<file path="src/rtl/hc_pkg.sv">
package hc_pkg;

    localparam int WORD_W   = 32;
    localparam int ADDR_W   = 7;
    localparam int MC_W     = 2;

    localparam int EN_BIT   = 31;
    localparam int ABT_BIT  = 30;
    localparam int ODD_BIT  = 29;
    localparam int ADDR_LSB = 22;
    localparam int MC_LSB   = 20;
    localparam int PER_BIT  = 19;

    typedef struct packed {
        logic              odd;
        logic [ADDR_W-1:0] dev_addr;
        logic [MC_W-1:0]   mcount;
        logic              periodic;
    } chan_cfg_t;

endpackage

</file>
<file path="src/rtl/hc_chan_slot.sv">
module hc_chan_slot
    import hc_pkg::*;
(
    input  logic              clk,
    input  logic              rst_n,
    input  logic              wr_hit,
    input  logic [WORD_W-1:0] wr_data,
    input  logic              xfer_end,
    input  logic              start_ack,
    input  logic              new_frame,
    input  logic              frame_lsb,
    output logic              en,
    output logic              abt,
    output chan_cfg_t         cfg,
    output logic              start_req,
    output logic              halt_irq
);

    typedef struct packed {
        logic            en;
        logic            abt;
        logic            irq;
        logic [MC_W-1:0] used;
        chan_cfg_t       cfg;
    } slot_t;

    slot_t st_d, st_q;

    logic [MC_W-1:0] budget;
    logic [MC_W-1:0] used_base;
    logic            parity_ok;
    logic            budget_ok;
    logic            req;

    always_comb begin
        budget    = (st_q.cfg.mcount == '0) ? MC_W'(1) : st_q.cfg.mcount;
        used_base = new_frame ? '0 : st_q.used;
        parity_ok = !st_q.cfg.periodic || (frame_lsb == st_q.cfg.odd);
        budget_ok = !st_q.cfg.periodic || (used_base < budget);
        req       = st_q.en && !st_q.abt && parity_ok && budget_ok;

        st_d      = st_q;
        st_d.irq  = 1'b0;
        st_d.used = used_base + MC_W'(req && start_ack && st_q.cfg.periodic);

        if (xfer_end && st_q.en) begin
            st_d.en   = 1'b0;
            st_d.abt  = 1'b0;
            st_d.irq  = 1'b1;
            st_d.used = '0;
        end

        if (wr_hit) begin
            st_d.cfg.odd      = wr_data[ODD_BIT];
            st_d.cfg.dev_addr = wr_data[ADDR_LSB +: ADDR_W];
            st_d.cfg.mcount   = wr_data[MC_LSB +: MC_W];
            st_d.cfg.periodic = wr_data[PER_BIT];
            if (wr_data[EN_BIT]) begin
                st_d.en = 1'b1;
            end
            if (wr_data[ABT_BIT] && st_q.en && !xfer_end) begin
                st_d.abt = 1'b1;
            end
        end
    end

    always_ff @(posedge clk) begin
        if (!rst_n) begin
            st_q <= '0;
        end else begin
            st_q <= st_d;
        end
    end

    assign en        = st_q.en;
    assign abt       = st_q.abt;
    assign cfg       = st_q.cfg;
    assign start_req = req;
    assign halt_irq  = st_q.irq;

endmodule

</file>
<file path="src/rtl/hc_rd_mux.sv">
module hc_rd_mux
    import hc_pkg::*;
#(
    parameter int NCH  = 9,
    parameter int CH_W = 4
) (
    input  logic [CH_W-1:0]   sel,
    input  logic [NCH-1:0]    en_vec,
    input  logic [NCH-1:0]    abt_vec,
    input  chan_cfg_t         cfg_arr [NCH],
    output logic [WORD_W-1:0] word
);

    always_comb begin
        word = '0;
        for (int i = 0; i < NCH; i++) begin
            if (sel == CH_W'(i)) begin
                word[EN_BIT]                = en_vec[i];
                word[ABT_BIT]               = abt_vec[i];
                word[ODD_BIT]               = cfg_arr[i].odd;
                word[ADDR_LSB +: ADDR_W]    = cfg_arr[i].dev_addr;
                word[MC_LSB +: MC_W]        = cfg_arr[i].mcount;
                word[PER_BIT]               = cfg_arr[i].periodic;
            end
        end
    end

endmodule

</file>
<file path="src/rtl/hc_chan_ctrl.sv">
module hc_chan_ctrl
    import hc_pkg::*;
#(
    parameter int NCH  = 9,
    parameter int CH_W = 4,
    parameter int FN_W = 11
) (
    input  logic              clk,
    input  logic              rst_n,
    input  logic              wr_en,
    input  logic [CH_W-1:0]   wr_ch,
    input  logic [31:0]       wr_data,
    input  logic [CH_W-1:0]   rd_ch,
    output logic [31:0]       rd_data,
    input  logic [FN_W-1:0]   frame_num,
    input  logic [NCH-1:0]    xfer_end,
    input  logic [NCH-1:0]    start_ack,
    output logic [NCH-1:0]    start_req,
    output logic [NCH-1:0]    halt_irq
);

    typedef struct packed {
        logic [FN_W-1:0] frame;
    } top_t;

    top_t top_d, top_q;

    logic             new_frame;
    logic [NCH-1:0]   en_vec;
    logic [NCH-1:0]   abt_vec;
    logic [NCH-1:0]   per_vec;
    logic [NCH-1:0]   odd_vec;
    chan_cfg_t        cfg_arr [NCH];

    always_comb begin
        top_d       = top_q;
        top_d.frame = frame_num;
        new_frame   = (frame_num != top_q.frame);
    end

    always_ff @(posedge clk) begin
        if (!rst_n) begin
            top_q <= '0;
        end else begin
            top_q <= top_d;
        end
    end

    for (genvar g = 0; g < NCH; g++) begin : g_slot
        logic hit;
        assign hit = wr_en && (wr_ch == CH_W'(g));

        hc_chan_slot u_slot (
            .clk       (clk),
            .rst_n     (rst_n),
            .wr_hit    (hit),
            .wr_data   (wr_data),
            .xfer_end  (xfer_end[g]),
            .start_ack (start_ack[g]),
            .new_frame (new_frame),
            .frame_lsb (frame_num[0]),
            .en        (en_vec[g]),
            .abt       (abt_vec[g]),
            .cfg       (cfg_arr[g]),
            .start_req (start_req[g]),
            .halt_irq  (halt_irq[g])
        );

        assign per_vec[g] = cfg_arr[g].periodic;
        assign odd_vec[g] = cfg_arr[g].odd;
    end

    hc_rd_mux #(.NCH(NCH), .CH_W(CH_W)) u_rd (
        .sel     (rd_ch),
        .en_vec  (en_vec),
        .abt_vec (abt_vec),
        .cfg_arr (cfg_arr),
        .word    (rd_data)
    );

endmodule

</file>
<file path="config.mk">
export PLATFORM = sky130hd
export DESIGN_NAME = hc_chan_ctrl
export DESIGN_NICKNAME = d
export VERILOG_FILES = /design/src/rtl/hc_pkg.sv /design/src/rtl/hc_chan_slot.sv /design/src/rtl/hc_rd_mux.sv /design/src/rtl/hc_chan_ctrl.sv
export SDC_FILE = /design/constraint.sdc
export NUM_CORES = 1
export LEC_CHECK = 0
export ABC_CLOCK_PERIOD_IN_PS = 2510
export BUFFER_PORTS_ARGS = -buffer_cell sky130_fd_sc_hd__buf_4
export CORE_MARGIN = 2
export CORE_UTILIZATION = 44
export DETAILED_ROUTE_END_ITERATION = 12
export GPL_TIMING_DRIVEN = 0
export PLACE_DENSITY = 0.66
export SKIP_LAST_GASP = 1
export SYNTH_ARGS = -nofsm -noshare
export SYNTH_HDL_FRONTEND = slang
export SYNTH_HIERARCHICAL = 1
export SYNTH_SLANG_ARGS = --single-unit
</file>
<file path="constraint.sdc">
create_clock -name clk -period 2.51 [get_ports clk]
set_input_delay 0.251 -clock clk [delete_from_list [all_inputs] [get_ports clk]]
set_output_delay 0.251 -clock clk [all_outputs]
set_load 0.02 [all_outputs]
</file>
# [Yosys cells after proc, flatten, opt, wreduce, memory -nomap -nowiden]
# Index checks and enable logic that the tools add are counted.
[totals] reg_bits=155 output_inout_bits=50
[classes] addsub=9 order_cmp=9 n_eq_ne=26 mux=63 bitwise_logic=1 reduce_logical=146
[ops] cell="$mux W13" n=9
[ops] cell="$logic_and A1 B1 Y1" n=81
[ops] cell="$mux W2" n=27
[ops] cell="$mux W5" n=9
[ops] cell="$eq A4 B3 Y1 const B" n=8
[ops] cell="$logic_not A1 Y1" n=27
[ops] cell="$add A2 B1 Y2" n=9
[ops] cell="$logic_not A2 Y1" n=9
[ops] cell="$logic_or A1 B1 Y1" n=18
[ops] cell="$lt A2 B2 Y1" n=9
[ops] cell="$mux W1" n=18
[ops] cell="$reduce_or A2 Y1" n=9
[ops] cell="$eq A4 B2 Y1 const B" n=4
[ops] cell="$ne A11 B11 Y1" n=1
[ops] cell="$eq A1 B1 Y1" n=9
[ops] cell="$eq A4 B1 Y1 const B" n=2
[ops] cell="$eq A4 B4 Y1 const B" n=2
[ops] cell="$logic_not A4 Y1" n=2
[ops] cell="$not A1 Y1" n=1

# [Depth between registers and ports, before layout]
# Gate-level depths: netlist (run 1).
[depth] ltp_word=11 mapped_depth=10 ltp_nobuf=10

# [By module]
# The synthesis (run 1) kept the hierarchy.
[by_module_without_submodules] module="hc_chan_slot" instances=9 cells_per_inst=76 area_per_inst_um2=762.0 seq_area_each_um2=320.3
[by_module_without_submodules] module="hc_rd_mux" instances=1 cells_per_inst=176 area_per_inst_um2=1403.8 seq_area_each_um2=0.0
[by_module_without_submodules] module="hc_chan_ctrl" instances=1 cells_per_inst=53 area_per_inst_um2=496.7 seq_area_each_um2=220.2

# [Least setup slack after synthesis (run 1)]
# No wires, ideal clock.
[synth_path] kind="register to register" startpoint="reg top_q[8] in the netlist's numbering" endpoint="reg g_slot[4].u_slot/st_q[11] in the netlist's numbering" setup_time_ps=116 t_arrival_ps=2392 required_ps=2394 setup_slack_ps=2 path_stages_with_launch=10 n_path_buf=0 synth_period_minus_slack_ps=2508 cell_sequence="dfxtp_1 > xor2_1 > nor4_1 > nand3_1 > nor2b_1 > ha_1 > o21a_1 > nor4_1 > ha_1 > and3_1"
[synth_between] elab_chain_cells=8
[synth_rtl] element="start, declared" line="hc_chan_ctrl.sv:26" text="top_t top_d, top_q;"
[synth_rtl] element="start signal, assigned" line="hc_chan_ctrl.sv:45" text="top_q <= top_d;"
[synth_rtl] element="$ne A11 B11 Y1 *" line="hc_chan_ctrl.sv:38" text="new_frame = (frame_num != top_q.frame);"
[synth_rtl] element="via new_frame" line="hc_chan_ctrl.sv:28" text="logic new_frame;"
[synth_rtl] element="$mux W2 *" line="hc_chan_slot.sv:37" text="used_base = new_frame ? '0 : st_q.used;"
[synth_rtl] element="$lt A2 B2 Y1" line="hc_chan_slot.sv:39" text="budget_ok = !st_q.cfg.periodic || (used_base < budget);"
[synth_rtl] element="$logic_or A1 B1 Y1" line="hc_chan_slot.sv:39"
[synth_rtl] element="$logic_and A1 B1 Y1" line="hc_chan_slot.sv:40" text="req = st_q.en && !st_q.abt && parity_ok && budget_ok;"
[synth_rtl] element="$logic_and A1 B1 Y1 (2 in series)" line="hc_chan_slot.sv:44" text="st_d.used = used_base + MC_W'(req && start_ack && st_q.cfg.periodic);"
[synth_rtl] element="$add A2 B1 Y2 *" line="hc_chan_slot.sv:44"
[synth_rtl] element="end signal, assigned" line="hc_chan_slot.sv:71" text="st_q <= st_d;"
[synth_rtl] element="end, declared" line="hc_chan_slot.sv:27" text="slot_t st_d, st_q;"
# The timed path passes the listed nets; every way through them passes the cells marked *.
# A chain may end at the register's enable or synchronous reset.

# [Worst setup path in the final report (run 1)]
[layout_path] startpoint="reg top_q[9] in the netlist's numbering" endpoint="out start_req[4]"
[layout_between] elab_chain_cells=5
[layout_rtl] element="$ne A11 B11 Y1" line="hc_chan_ctrl.sv:38"
[layout_rtl] element="via new_frame" line="hc_chan_ctrl.sv:28"
[layout_rtl] element="$mux W2" line="hc_chan_slot.sv:37"
[layout_rtl] element="$lt A2 B2 Y1" line="hc_chan_slot.sv:39"
[layout_rtl] element="$logic_or A1 B1 Y1" line="hc_chan_slot.sv:39"
[layout_rtl] element="$logic_and A1 B1 Y1" line="hc_chan_slot.sv:40"
[layout_rtl] element="end, declared" line="hc_chan_ctrl.sv:18" text="output logic [NCH-1:0] start_req,"
# The timed path passes the listed nets, and every way through them passes these cells.

==> results of run 1 <==
-- worst max-delay path: stages (launching register included) --
cell and delay (ps):
dfxtp_2 330, xor2_2 150, nor4_4 330, nand3_4 160
buf_12 210, nor2b_4 140, ha_4 200, o21a_1 110
o22ai_2 180, buf_6 160
-- per-stage QoR --
step                        util  setup slack (ps)  power (W)  hold slack, ps
final                     0.5577            -148.3   0.005738           40.06
after global routing      0.5577            -229.3   0.005951           35.60
after CTS                 0.5383            -187.1   0.005773           21.05
after detailed placement  0.5001            -933.5   0.003139           474.0
after global placement    0.5001            -915.7   0.003135           471.3
after floorplan                -             2.491   0.002908           372.7
-- power by group through the flow --
stage               clock network [W]  logic [W]  registers (W)
floorplan                           0   0.000347        0.00256
global placement                    0   0.000570        0.00257
detailed placement                  0   0.000573        0.00257
CTS                           0.00268   0.000582        0.00251
global route                  0.00279   0.000644        0.00252
finish                        0.00262   0.000605        0.00251
-- flip-flops by register name, indices dropped and copies added (netlist names) --
name	flops
g_slot.u_slot/abt	9
g_slot.u_slot/cfg	99
g_slot.u_slot/en	9
g_slot.u_slot/st_q	18
g_slot.u_slot/halt_irq	9
top_q	11
-- worst max path at each step --
stage,from,endpoint,slack [ps],cells after the start
2_1_floorplan,top_q[8]$_SDFF_PN0_,g_slot[4].u_slot/st_q[11]$_SDFF_PP0_,2,9
3_5_place_dp,frame_num[1],g_slot[3].u_slot/st_q[11]$_SDFF_PP0_,-930,10
4_1_cts,top_q[4]$_SDFF_PN0_,start_req[4],-190,9
5_1_grt,top_q[9]$_SDFF_PN0_,start_req[4],-230,9
3_3_place_gp,frame_num[1],g_slot[2].u_slot/st_q[11]$_SDFF_PP0_,-920,10
6_report,top_q[9]$_SDFF_PN0_,start_req[4],-150,9
-- final cells by class --
| type | count | share of cell area |
|---|---|---|
| buffer | 165 | 0.1065 |
| inverter | 12 | 0.004137 |
| clock inverter | 14 | 0.01448 |
| sequential | 155 | 0.2853 |
| clock buffer | 18 | 0.04033 |
| timing repair buffer | 97 | 0.07273 |
| multi-input combinational | 599 | 0.4461 |
| tap | 265 | 0.03045 |
-- routing by layer --
metal | routed length (um) | global-route usage | vias up | share of wire
li1 | - | - | 3276 | -
met1 | 11280 | 0.2900 | 3063 | 0.50
met2 | 10290 | 0.3350 | 152 | 0.45
met3 | 766 | 0.03082 | 34 | 0.034
met4 | 426 | 0.07059 | 0 | 0.019
met5 | 0 | 0 | - | 0
-- cell families (layout without fill, tap and decap cells) --
| family | after synthesis | in the layout |
|---|---|---|
| and+or+nand+nor | 306 | 306 |
| muxes | 124 | 124 |
| DFF | 155 | 155 |
| xor gates and xnor gates | 29 | 29 |
| adders and majority gates | 18 | 18 |
| buffers and inverters | 177 | 306 |
| other | 1 | 19 |
| AOI/OAI and AO/OA | 103 | 103 |
-- timing repair --
action,in CTS,in global routing
gates resized for setup,25,39
hold buffers,0,0
gates cloned,0,1
pin swaps,3,26
buffers inserted,3,12
endpoints found under the setup margin,27,28
-- Yosys cell counts, types with 11 or more instances --
cell	number
xor2_1	20
nand2b_1	27
ha_1	18
buf_2	15
inv_1	12
and3_1	19
nand2_1	29
and2_1	11
mux2i_1	118
a31oi_1	12
nor2b_1	129
clkbuf_1	12
dfxtp_1	155
nor2_1	37
nor4_1	11
buf_4	129
==> impl_metrics.env, run 1 <==
export IMPL_grt_start_max_net_pins=57
export IMPL_synth_compound_area_frac=0.09543
export IMPL_synth_ff_type="dfxtp_1"
export IMPL_chipWidth_um=145.1
export IMPL_overflow=0
export IMPL_multi_input_area_um2=4857
export IMPL_p_int_w=0.004272
export IMPL_cts_tree="yes"
export IMPL_synth_top_family_by_area="simple AND/OR/NAND/NOR gates"
export IMPL_muxShareOfSynthArea=0.1503
export IMPL_fp_row_count=51
export IMPL_ff_latch_area_um2=3107
export IMPL_initial_utilization=0.4485
export IMPL_synthToLayoutAreaGrowth_pct=24.33
export IMPL_hold_viol_final=0
export IMPL_hold_depth=2
export IMPL_critPathKind="flip-flop to output port"
export IMPL_min_period_over_period=1.059
export IMPL_tns_ps=-1326
export IMPL_cp_data_required_time_ps=2260
export IMPL_final_common_cell="buf_4"
export IMPL_synth_simple_area_share=0.2073
export IMPL_pwr_share_seq=0.438
export IMPL_yosys_top_cells_area="dfxtp_1 (35%), mux2i_1 (13%), buf_4 (11%), nor2b_1 (9.2%), ha_1 (2.6%)"
export IMPL_grt_pass1_wl_um=34820
export IMPL_skew_ps=9.588
export IMPL_pwr_density_cell_nw_per_um2=526.9
export IMPL_clk_latency_ps=430
export IMPL_min_path_type="input pin to flip-flop"
export IMPL_tightest_slew_ps=651.8
export IMPL_synth_distinct_cells=54
export IMPL_drive_gt1_frac=0.3302
export IMPL_min_period_ps=2658
export IMPL_core_area_um2=19530
export IMPL_antenna_found_initial=0
export IMPL_synth_top_area_share=0.3543
export IMPL_fillCellCount=1806
export IMPL_place_congestion=0.9039
export IMPL_synth_seq_area_share=0.3543
export IMPL_setup_ws_ps=-148.3
export IMPL_slew_headroom=0.5655
export IMPL_synthXorXnorAreaFrac=0.02900
export IMPL_grt_use_total=0.2095
export IMPL_place_inst=1277
export IMPL_ir_worst_vdd_uv=458.5
export IMPL_p_sw_frac=0.2555
export IMPL_cts_buffers=17
export IMPL_first_global_vias=6350
export IMPL_p_switching_w=0.001466
export IMPL_drc_errors=0
export IMPL_timing_rr_end="g_slot[0].u_slot/st_q[11]$_SDFF_PP0_"
export IMPL_synth_edff_count=0
export IMPL_yosysTopAreaCell="dfxtp_1"
export IMPL_finalSetupViolCount=13
export IMPL_max_freq_ghz=0.3762
export IMPL_layout_common_cells="buf_4 (215), dfxtp_1 (152), nor2b_1 (118), mux2i_1 (118), nor2_1 (37)"
export IMPL_slew_violations=0
export IMPL_crit_fanout=8
export IMPL_io_pins=122
export IMPL_diodes=0
export IMPL_drt_first_pass_iters=4
export IMPL_wl_per_cell_um=17.18
export IMPL_nets=1137
export IMPL_p_leak_nw=4.305
export IMPL_maxCapViolCount=0
export IMPL_routed_wl_um=22760
export IMPL_dpl_hpwl_um=15560
export IMPL_path_clk_slew_ps=70
export IMPL_fp_dieH_um=145.1
export IMPL_synthAdderAreaFrac=0.02571
export IMPL_clkPwrFrac=0.456
export IMPL_p_comb_frac=0.105
export IMPL_die_area_um2=21050
export IMPL_synth_cells=913
export IMPL_async_flop_share=0
export IMPL_ctsHtreeMaxLevel=4
export IMPL_rsz0062_at_grt="yes"
export IMPL_stdcell_count=1325
export IMPL_worstReg2RegStart="top_q[9]$_SDFF_PN0_"
export IMPL_hp_start="frame_num[6]"
export IMPL_avgViaCountPerCell=4.925
export IMPL_antenna_left=0
export IMPL_worstRegToRegCells=11
export IMPL_num_vias=6525
export IMPL_synth_seq_cells=155
export IMPL_port_buffers=81
export IMPL_design_area_um2=10890
export IMPL_root_buffer="clkbuf_16"
export IMPL_netlist_area_um2=8758
export IMPL_min_to="top_q[6]$_SDFF_PN0_"
export IMPL_numClockSinks=155
export IMPL_place_area_um2=9766
export IMPL_ys_warn_count=6
export IMPL_end_kind="output port"
export IMPL_critPathArrivalTime_ps=2410
export IMPL_failed_checks="setup timing"
export IMPL_cp_start_kind="flip-flop"
export IMPL_outcome="complete, but fails checks"
export IMPL_reg2reg_slack_ps=-100
export IMPL_clk_path_buf_depth=2
export IMPL_drtIter0Drc=471
export IMPL_synth_area_per_cell_um2=9.593
No activity file was read; power rests on OpenSTA's default activity.
==> run 2, diff against run 1 <==
==> constraint.sdc (replaced) <==
create_clock -name clk -period 2.51 [get_ports clk]
set_input_delay 0.502 -clock clk [delete_from_list [all_inputs] [get_ports clk]]
set_output_delay 0.502 -clock clk [all_outputs]
set_load 0.02 [all_outputs]
==> run 2 against run 1 <==
Against the previous run:
- the flow still finishes with violations (setup timing)
- non-clock buffer count fell by 8
- count of clock-buffer cells in the layout did not move
- cell area rose by 1.8%
- wire length fell by 2.5%
- utilization rose by 1.0 points
- register-to-register slack improved by 150 ps
- critical path depth did not move
==> impl_metrics.env, run 2 (synthesis gave the netlist of run 1 again) <==
export IMPL_max_stage_delay_ps=340
export IMPL_antenna_left=0
export IMPL_critPathKind="flip-flop to output port"
export IMPL_drc_errors=0
export IMPL_post_place_ws_ps=-643.3
export IMPL_numClockSinks=155
export IMPL_hold_depth=2
export IMPL_synthToLayoutAreaGrowth_pct=26.57
export IMPL_wl_per_cell_um=16.83
export IMPL_min_period_ps=2874
export IMPL_cp_cell_sequence="xor2_1 > nor3_1 > nand3_4 > buf_12 > nor2b_4 > ha_4 > o21a_1 > o22ai_4 > buf_6"
export IMPL_max_freq_ghz=0.3479
export IMPL_fp_dieH_um=145.1
export IMPL_clk_latency_ps=430
export IMPL_overflow=0
export IMPL_p_leak_nw=4.315
export IMPL_ff_latch_area_um2=3149
export IMPL_num_vias=6588
export IMPL_hold_viol_final=0
export IMPL_slew_violations=0
export IMPL_multi_input_area_um2=4951
export IMPL_end_kind="output port"
export IMPL_port_buffers=81
export IMPL_pwr_density_cell_nw_per_um2=530.0
export IMPL_drt_first_pass_iters=4
export IMPL_maxCapViolCount=0
export IMPL_place_inst=1277
export IMPL_cp_data_required_time_ps=2010
export IMPL_final_common_cell="buf_4"
export IMPL_ir_worst_vdd_uv=511.3
export IMPL_cts_buffers=17
export IMPL_layout_common_cells="buf_4 (200), dfxtp_1 (126), nor2b_1 (120)"
export IMPL_finalSetupViolCount=9
export IMPL_path_clk_slew_ps=70
export IMPL_cpMaxStageDelayCell="nor3_1"
export IMPL_largest_reg_flops=99
export IMPL_ctsHtreeMaxLevel=4
export IMPL_clk_path_buf_depth=2
export IMPL_setup_ws_ps=-364.3
export IMPL_avgViaCountPerCell=4.998
export IMPL_worstRegToRegCells=11
export IMPL_skew_ps=9.134
export IMPL_chipWidth_um=145.1
export IMPL_grt_start_max_net_pins=57
export IMPL_grt_use_total=0.2106
export IMPL_cts_hold_fix_buffers=0
export IMPL_routed_wl_um=22190
export IMPL_initial_utilization=0.4485
export IMPL_min_period_over_period=1.145
export IMPL_dpl_hpwl_um=15470
export IMPL_rsz0062_at_grt="yes"
export IMPL_first_global_vias=6441
export IMPL_cts_tree="yes"
export IMPL_critPathArrivalTime_ps=2370
export IMPL_fillCellCount=1766
export IMPL_drtIter0Drc=261
export IMPL_fp_row_count=51
export IMPL_antenna_found_initial=1
export IMPL_timing_hold_ws_ps=298.9
export IMPL_failed_checks="setup timing"
export IMPL_slew_headroom=0.6305
export IMPL_outcome="complete, but fails checks"
export IMPL_power_w=0.005876
export IMPL_die_area_um2=21050
export IMPL_drive_gt1_frac=0.3660
export IMPL_stdcell_count=1318
export IMPL_cp_start_kind="flip-flop"
export IMPL_core_area_um2=19530
export IMPL_grt_pass1_wl_um=34990
export IMPL_io_pins=122
export IMPL_crit_fanout=8
export IMPL_place_congestion=0.8655
export IMPL_nets=1129
export IMPL_tightest_slew_ps=554.2
export IMPL_min_path_type="input pin to flip-flop"
export IMPL_root_buffer="clkbuf_16"
[run 2: cell count changes in the layout (fill, tap and decap cells not counted), moves of 6 or more]
cell     change
buf_4       -15
nor4_1       +6
o22ai_4      +9
dfxtp_2     +22
nor2_1       -6
dfxtp_1     -26
o22ai_2      -9
[run 2: metal layers]
metal,part of all wire,vias to the layer above,GRT usage
met3,0.039,24,0.03585
li1,-,3271,-
met5,0,-,0
met4,0.016,0,0.07157
met2,0.47,140,0.3414
met1,0.47,3153,0.2847
[run 2: final cells by class]
cell class / count / area share
Clock inverter: 14 / 0.01659
Timing Repair Buffer: 112 / 0.08623
Inverter: 12 / 0.004063
Sequential cell: 155 / 0.2841
Multi-Input combinational cell: 599 / 0.4466
Tap cell: 265 / 0.02991
Clock buffer: 18 / 0.03962
Antenna cell: 1 / 0.0002257
Buffer: 142 / 0.09266
[run 2: repair_timing]
item	4_1_cts	5_1_grt
buffers inserted	19	11
setup endpoints to repair	40	39
cloned	0	1
resized for setup	46	75
pin swaps	9	25
[run 2: worst paths after layout]
| kind | slack (ps) | startpoint | end |
|---|---|---|---|
| max | -360 | top_q[10]$_SDFF_PN0_ | start_req[5] |
| min reg2reg | 510 | g_slot[2].u_slot/cfg[7]$_SDFFE_PN0P_ | g_slot[2].u_slot/cfg[7]$_SDFFE_PN0P_ |
| min | 300 | frame_num[4] | top_q[4]$_SDFF_PN0_ |
| max reg2reg | 50 | top_q[10]$_SDFF_PN0_ | g_slot[8].u_slot/st_q[11]$_SDFF_PP0_ |
[run 2: worst max-delay path, delay by kind of cell, from the launching register on]
kind	cells	cell delay (ps)
and+or+nand+nor	3	660
buffers and inverters	2	340
xor gates and xnor gates	1	150
adders and majority gates	1	210
DFF	1	310
AOI/OAI and AO/OA	2	270
[run 2: power breakdown]
part | internal (W) | switching (W)
Combinational | 0.000290 | 0.000341
Clock | 0.00162 | 0.00112
Sequential | 0.00249 | 0.0000219
[run 2: per-stage QoR]
step	setup TNS, ps	utilization	cell area, um^2
3_5_place_dp	-18230	0.5050	9861
2_1_floorplan	-1106	-	8921
5_1_grt	-3991	0.5676	11080
3_3_place_gp	-18320	0.5050	9861
6_report	-2979	0.5677	11090
4_1_cts	-3654	0.5493	10730
==> run 3, diff against run 2 <==
CORE_UTILIZATION = 45   (was 44)
PLACE_DENSITY = 0.68   (was 0.66)
==> run 3 against run 2 <==
Against the previous run:
- global-route usage is essentially flat
- utilization up 0.21 points
- clock power down 7%
- highest routed layer unchanged
- the flow still finishes with violations (setup timing)
- first-iteration DRC count up 17%
- critical endpoint is now start_req[1]
- register-to-register slack hardly changed
- wire length decreased by 2.0%
- sequential power barely moved
==> impl_metrics.env, run 3 (synthesis gave the netlist of run 1 again) <==
export IMPL_outcome="complete, but fails checks"
export IMPL_failed_checks="setup timing"
export IMPL_fp_row_count=51
export IMPL_place_congestion=0.8538
export IMPL_min_path_type="input pin to flip-flop"
export IMPL_skew_ps=4.533
export IMPL_ir_worst_vdd_uv=537.3
export IMPL_drc_errors=0
export IMPL_rsz0062_at_grt="yes"
export IMPL_fp_dieH_um=143.5
export IMPL_setup_ws_ps=-386.5
export IMPL_ctsHtreeMaxLevel=4
export IMPL_drtIter0Drc=305
export IMPL_pwr_density_cell_nw_per_um2=515.5
export IMPL_max_freq_ghz=0.3452
export IMPL_synthToLayoutAreaGrowth_pct=25.39
export IMPL_hold_viol_final=0
export IMPL_antenna_left=0
export IMPL_diodes=0
export IMPL_initial_utilization=0.4545
export IMPL_timing_hold_ws_ps=283.8
export IMPL_cts_buffers=17
export IMPL_avgViaCountPerCell=5.003
export IMPL_final_common_cell="buf_4"
export IMPL_cts_tree="yes"
export IMPL_post_route_util=0.5699
export IMPL_core_area_um2=19270
export IMPL_min_period_over_period=1.154
export IMPL_crit_fanout=8
export IMPL_p_leak_nw=4.317
export IMPL_cts_hold_fix_buffers=0
export IMPL_routed_wl_um=21740
export IMPL_clk_path_buf_depth=2
export IMPL_first_global_vias=6238
export IMPL_fillCellCount=1780
export IMPL_drt_first_pass_iters=5
export IMPL_grt_start_max_net_pins=57
export IMPL_num_vias=6619
export IMPL_slew_violations=0
export IMPL_cp_start_kind="flip-flop"
export IMPL_antenna_found_initial=0
export IMPL_min_period_ps=2897
export IMPL_wl_per_cell_um=16.43
export IMPL_end_kind="output port"
export IMPL_largest_reg_flops=99
export IMPL_io_pins=122
export IMPL_nets=1135
export IMPL_cp_data_required_time_ps=2010
export IMPL_numClockSinks=155
export IMPL_path_clk_slew_ps=70
export IMPL_critPathArrivalTime_ps=2390
export IMPL_grt_use_total=0.2105
export IMPL_critPathKind="flip-flop to output port"
export IMPL_tightest_slew_ps=551.4
export IMPL_clk_latency_ps=430
export IMPL_grt_pass1_wl_um=33190
export IMPL_layout_common_cells="buf_4 (209), dfxtp_1 (135), nor2b_1 (120)"
export IMPL_die_area_um2=20600
export IMPL_slew_headroom=0.6324
export IMPL_drive_gt1_frac=0.3526
export IMPL_chipWidth_um=143.5
export IMPL_port_buffers=81
export IMPL_maxCapViolCount=0
export IMPL_root_buffer="clkbuf_16"
export IMPL_overflow=0
export IMPL_dpl_hpwl_um=15300
export IMPL_finalSetupViolCount=9
run 3: cell count changes in the layout (fill, tap and decap cells not counted), sizes merged:
cell      delta
clkbuf       -2
clkinv       +5
diode        -1
clkinvlp     -2
buf          +7
bufinv       -2
run 3: where the power goes:
part           switching [W]  internal, W  leakage, nW
Clock                0.00114      0.00140        0.283
Combinational       0.000333     0.000286         2.77
Sequential         0.0000208      0.00249         1.26
run 3: worst paths after layout:
| check | to | start | cells after the start | slack, ps |
|---|---|---|---|---|
| worst max register to register | g_slot[3].u_slot/st_q[11]$_SDFF_PP0_ | top_q[9]$_SDFF_PN0_ | 11 | 50 |
| worst min register to register | g_slot[2].u_slot/cfg[7]$_SDFFE_PN0P_ | g_slot[2].u_slot/cfg[7]$_SDFFE_PN0P_ | 2 | 510 |
| worst max-delay path | start_req[1] | top_q[1]$_SDFF_PN0_ | 9 | -390 |
| worst min-delay path | top_q[2]$_SDFF_PN0_ | frame_num[2] | 2 | 280 |
run 3: metal layers:
metal	vias up	global-route usage	wire length (um)
li1	3288	-	-
met1	3171	0.2937	10390
met2	136	0.3336	10190
met3	24	0.03366	792
met4	0	0.06656	367
met5	-	0	0
run 3: worst max-delay path, stage by stage (launching register included):
cell and delay [ps]:
dfxtp_1 340, xor2_1 260, nor4_4 90, nand3_4 130, buf_12 180, nor2b_4 50
ha_1 200, or3_1 420, o22ai_4 150, buf_6 140
run 3: layout make-up:
| class | count | area [um^2] | share of cell area |
|---|---|---|---|
| well taps | 265 | 331.6 | 0.03019 |
| plain buffers | 148 | 1072 | 0.09764 |
| flip-flops and latches | 155 | 3141 | 0.2860 |
| inverters | 12 | 45.04 | 0.004102 |
| multi-input cells | 599 | 4871 | 0.4435 |
| repair buffers | 112 | 943.4 | 0.08591 |
| clock buffers | 17 | 425.4 | 0.03874 |
| clock inverters | 15 | 152.6 | 0.01390 |
run 3: timing repair:
action,in CTS,in global routing
cloned,0,1
resized for setup,49,53
pin swaps,10,20
setup endpoints to repair,40,36
buffers inserted,17,13
run 3: per-stage QoR:
step / TNS [ps] / std cells / total power, W / setup WS, ps / area (um^2)
2_1_floorplan: -1106 / 931 / 0.002912 / -59.37 / 8921
3_3_place_gp: -17650 / 1277 / 0.003132 / -615.6 / 9861
3_5_place_dp: -18180 / 1277 / 0.003136 / -659.3 / 9861
5_1_grt: -5466 / 1323 / 0.005885 / -507.3 / 10980
4_1_cts: -3531 / 1315 / 0.005702 / -407.4 / 10670
6_report: -3295 / 1323 / 0.005661 / -386.5 / 10980
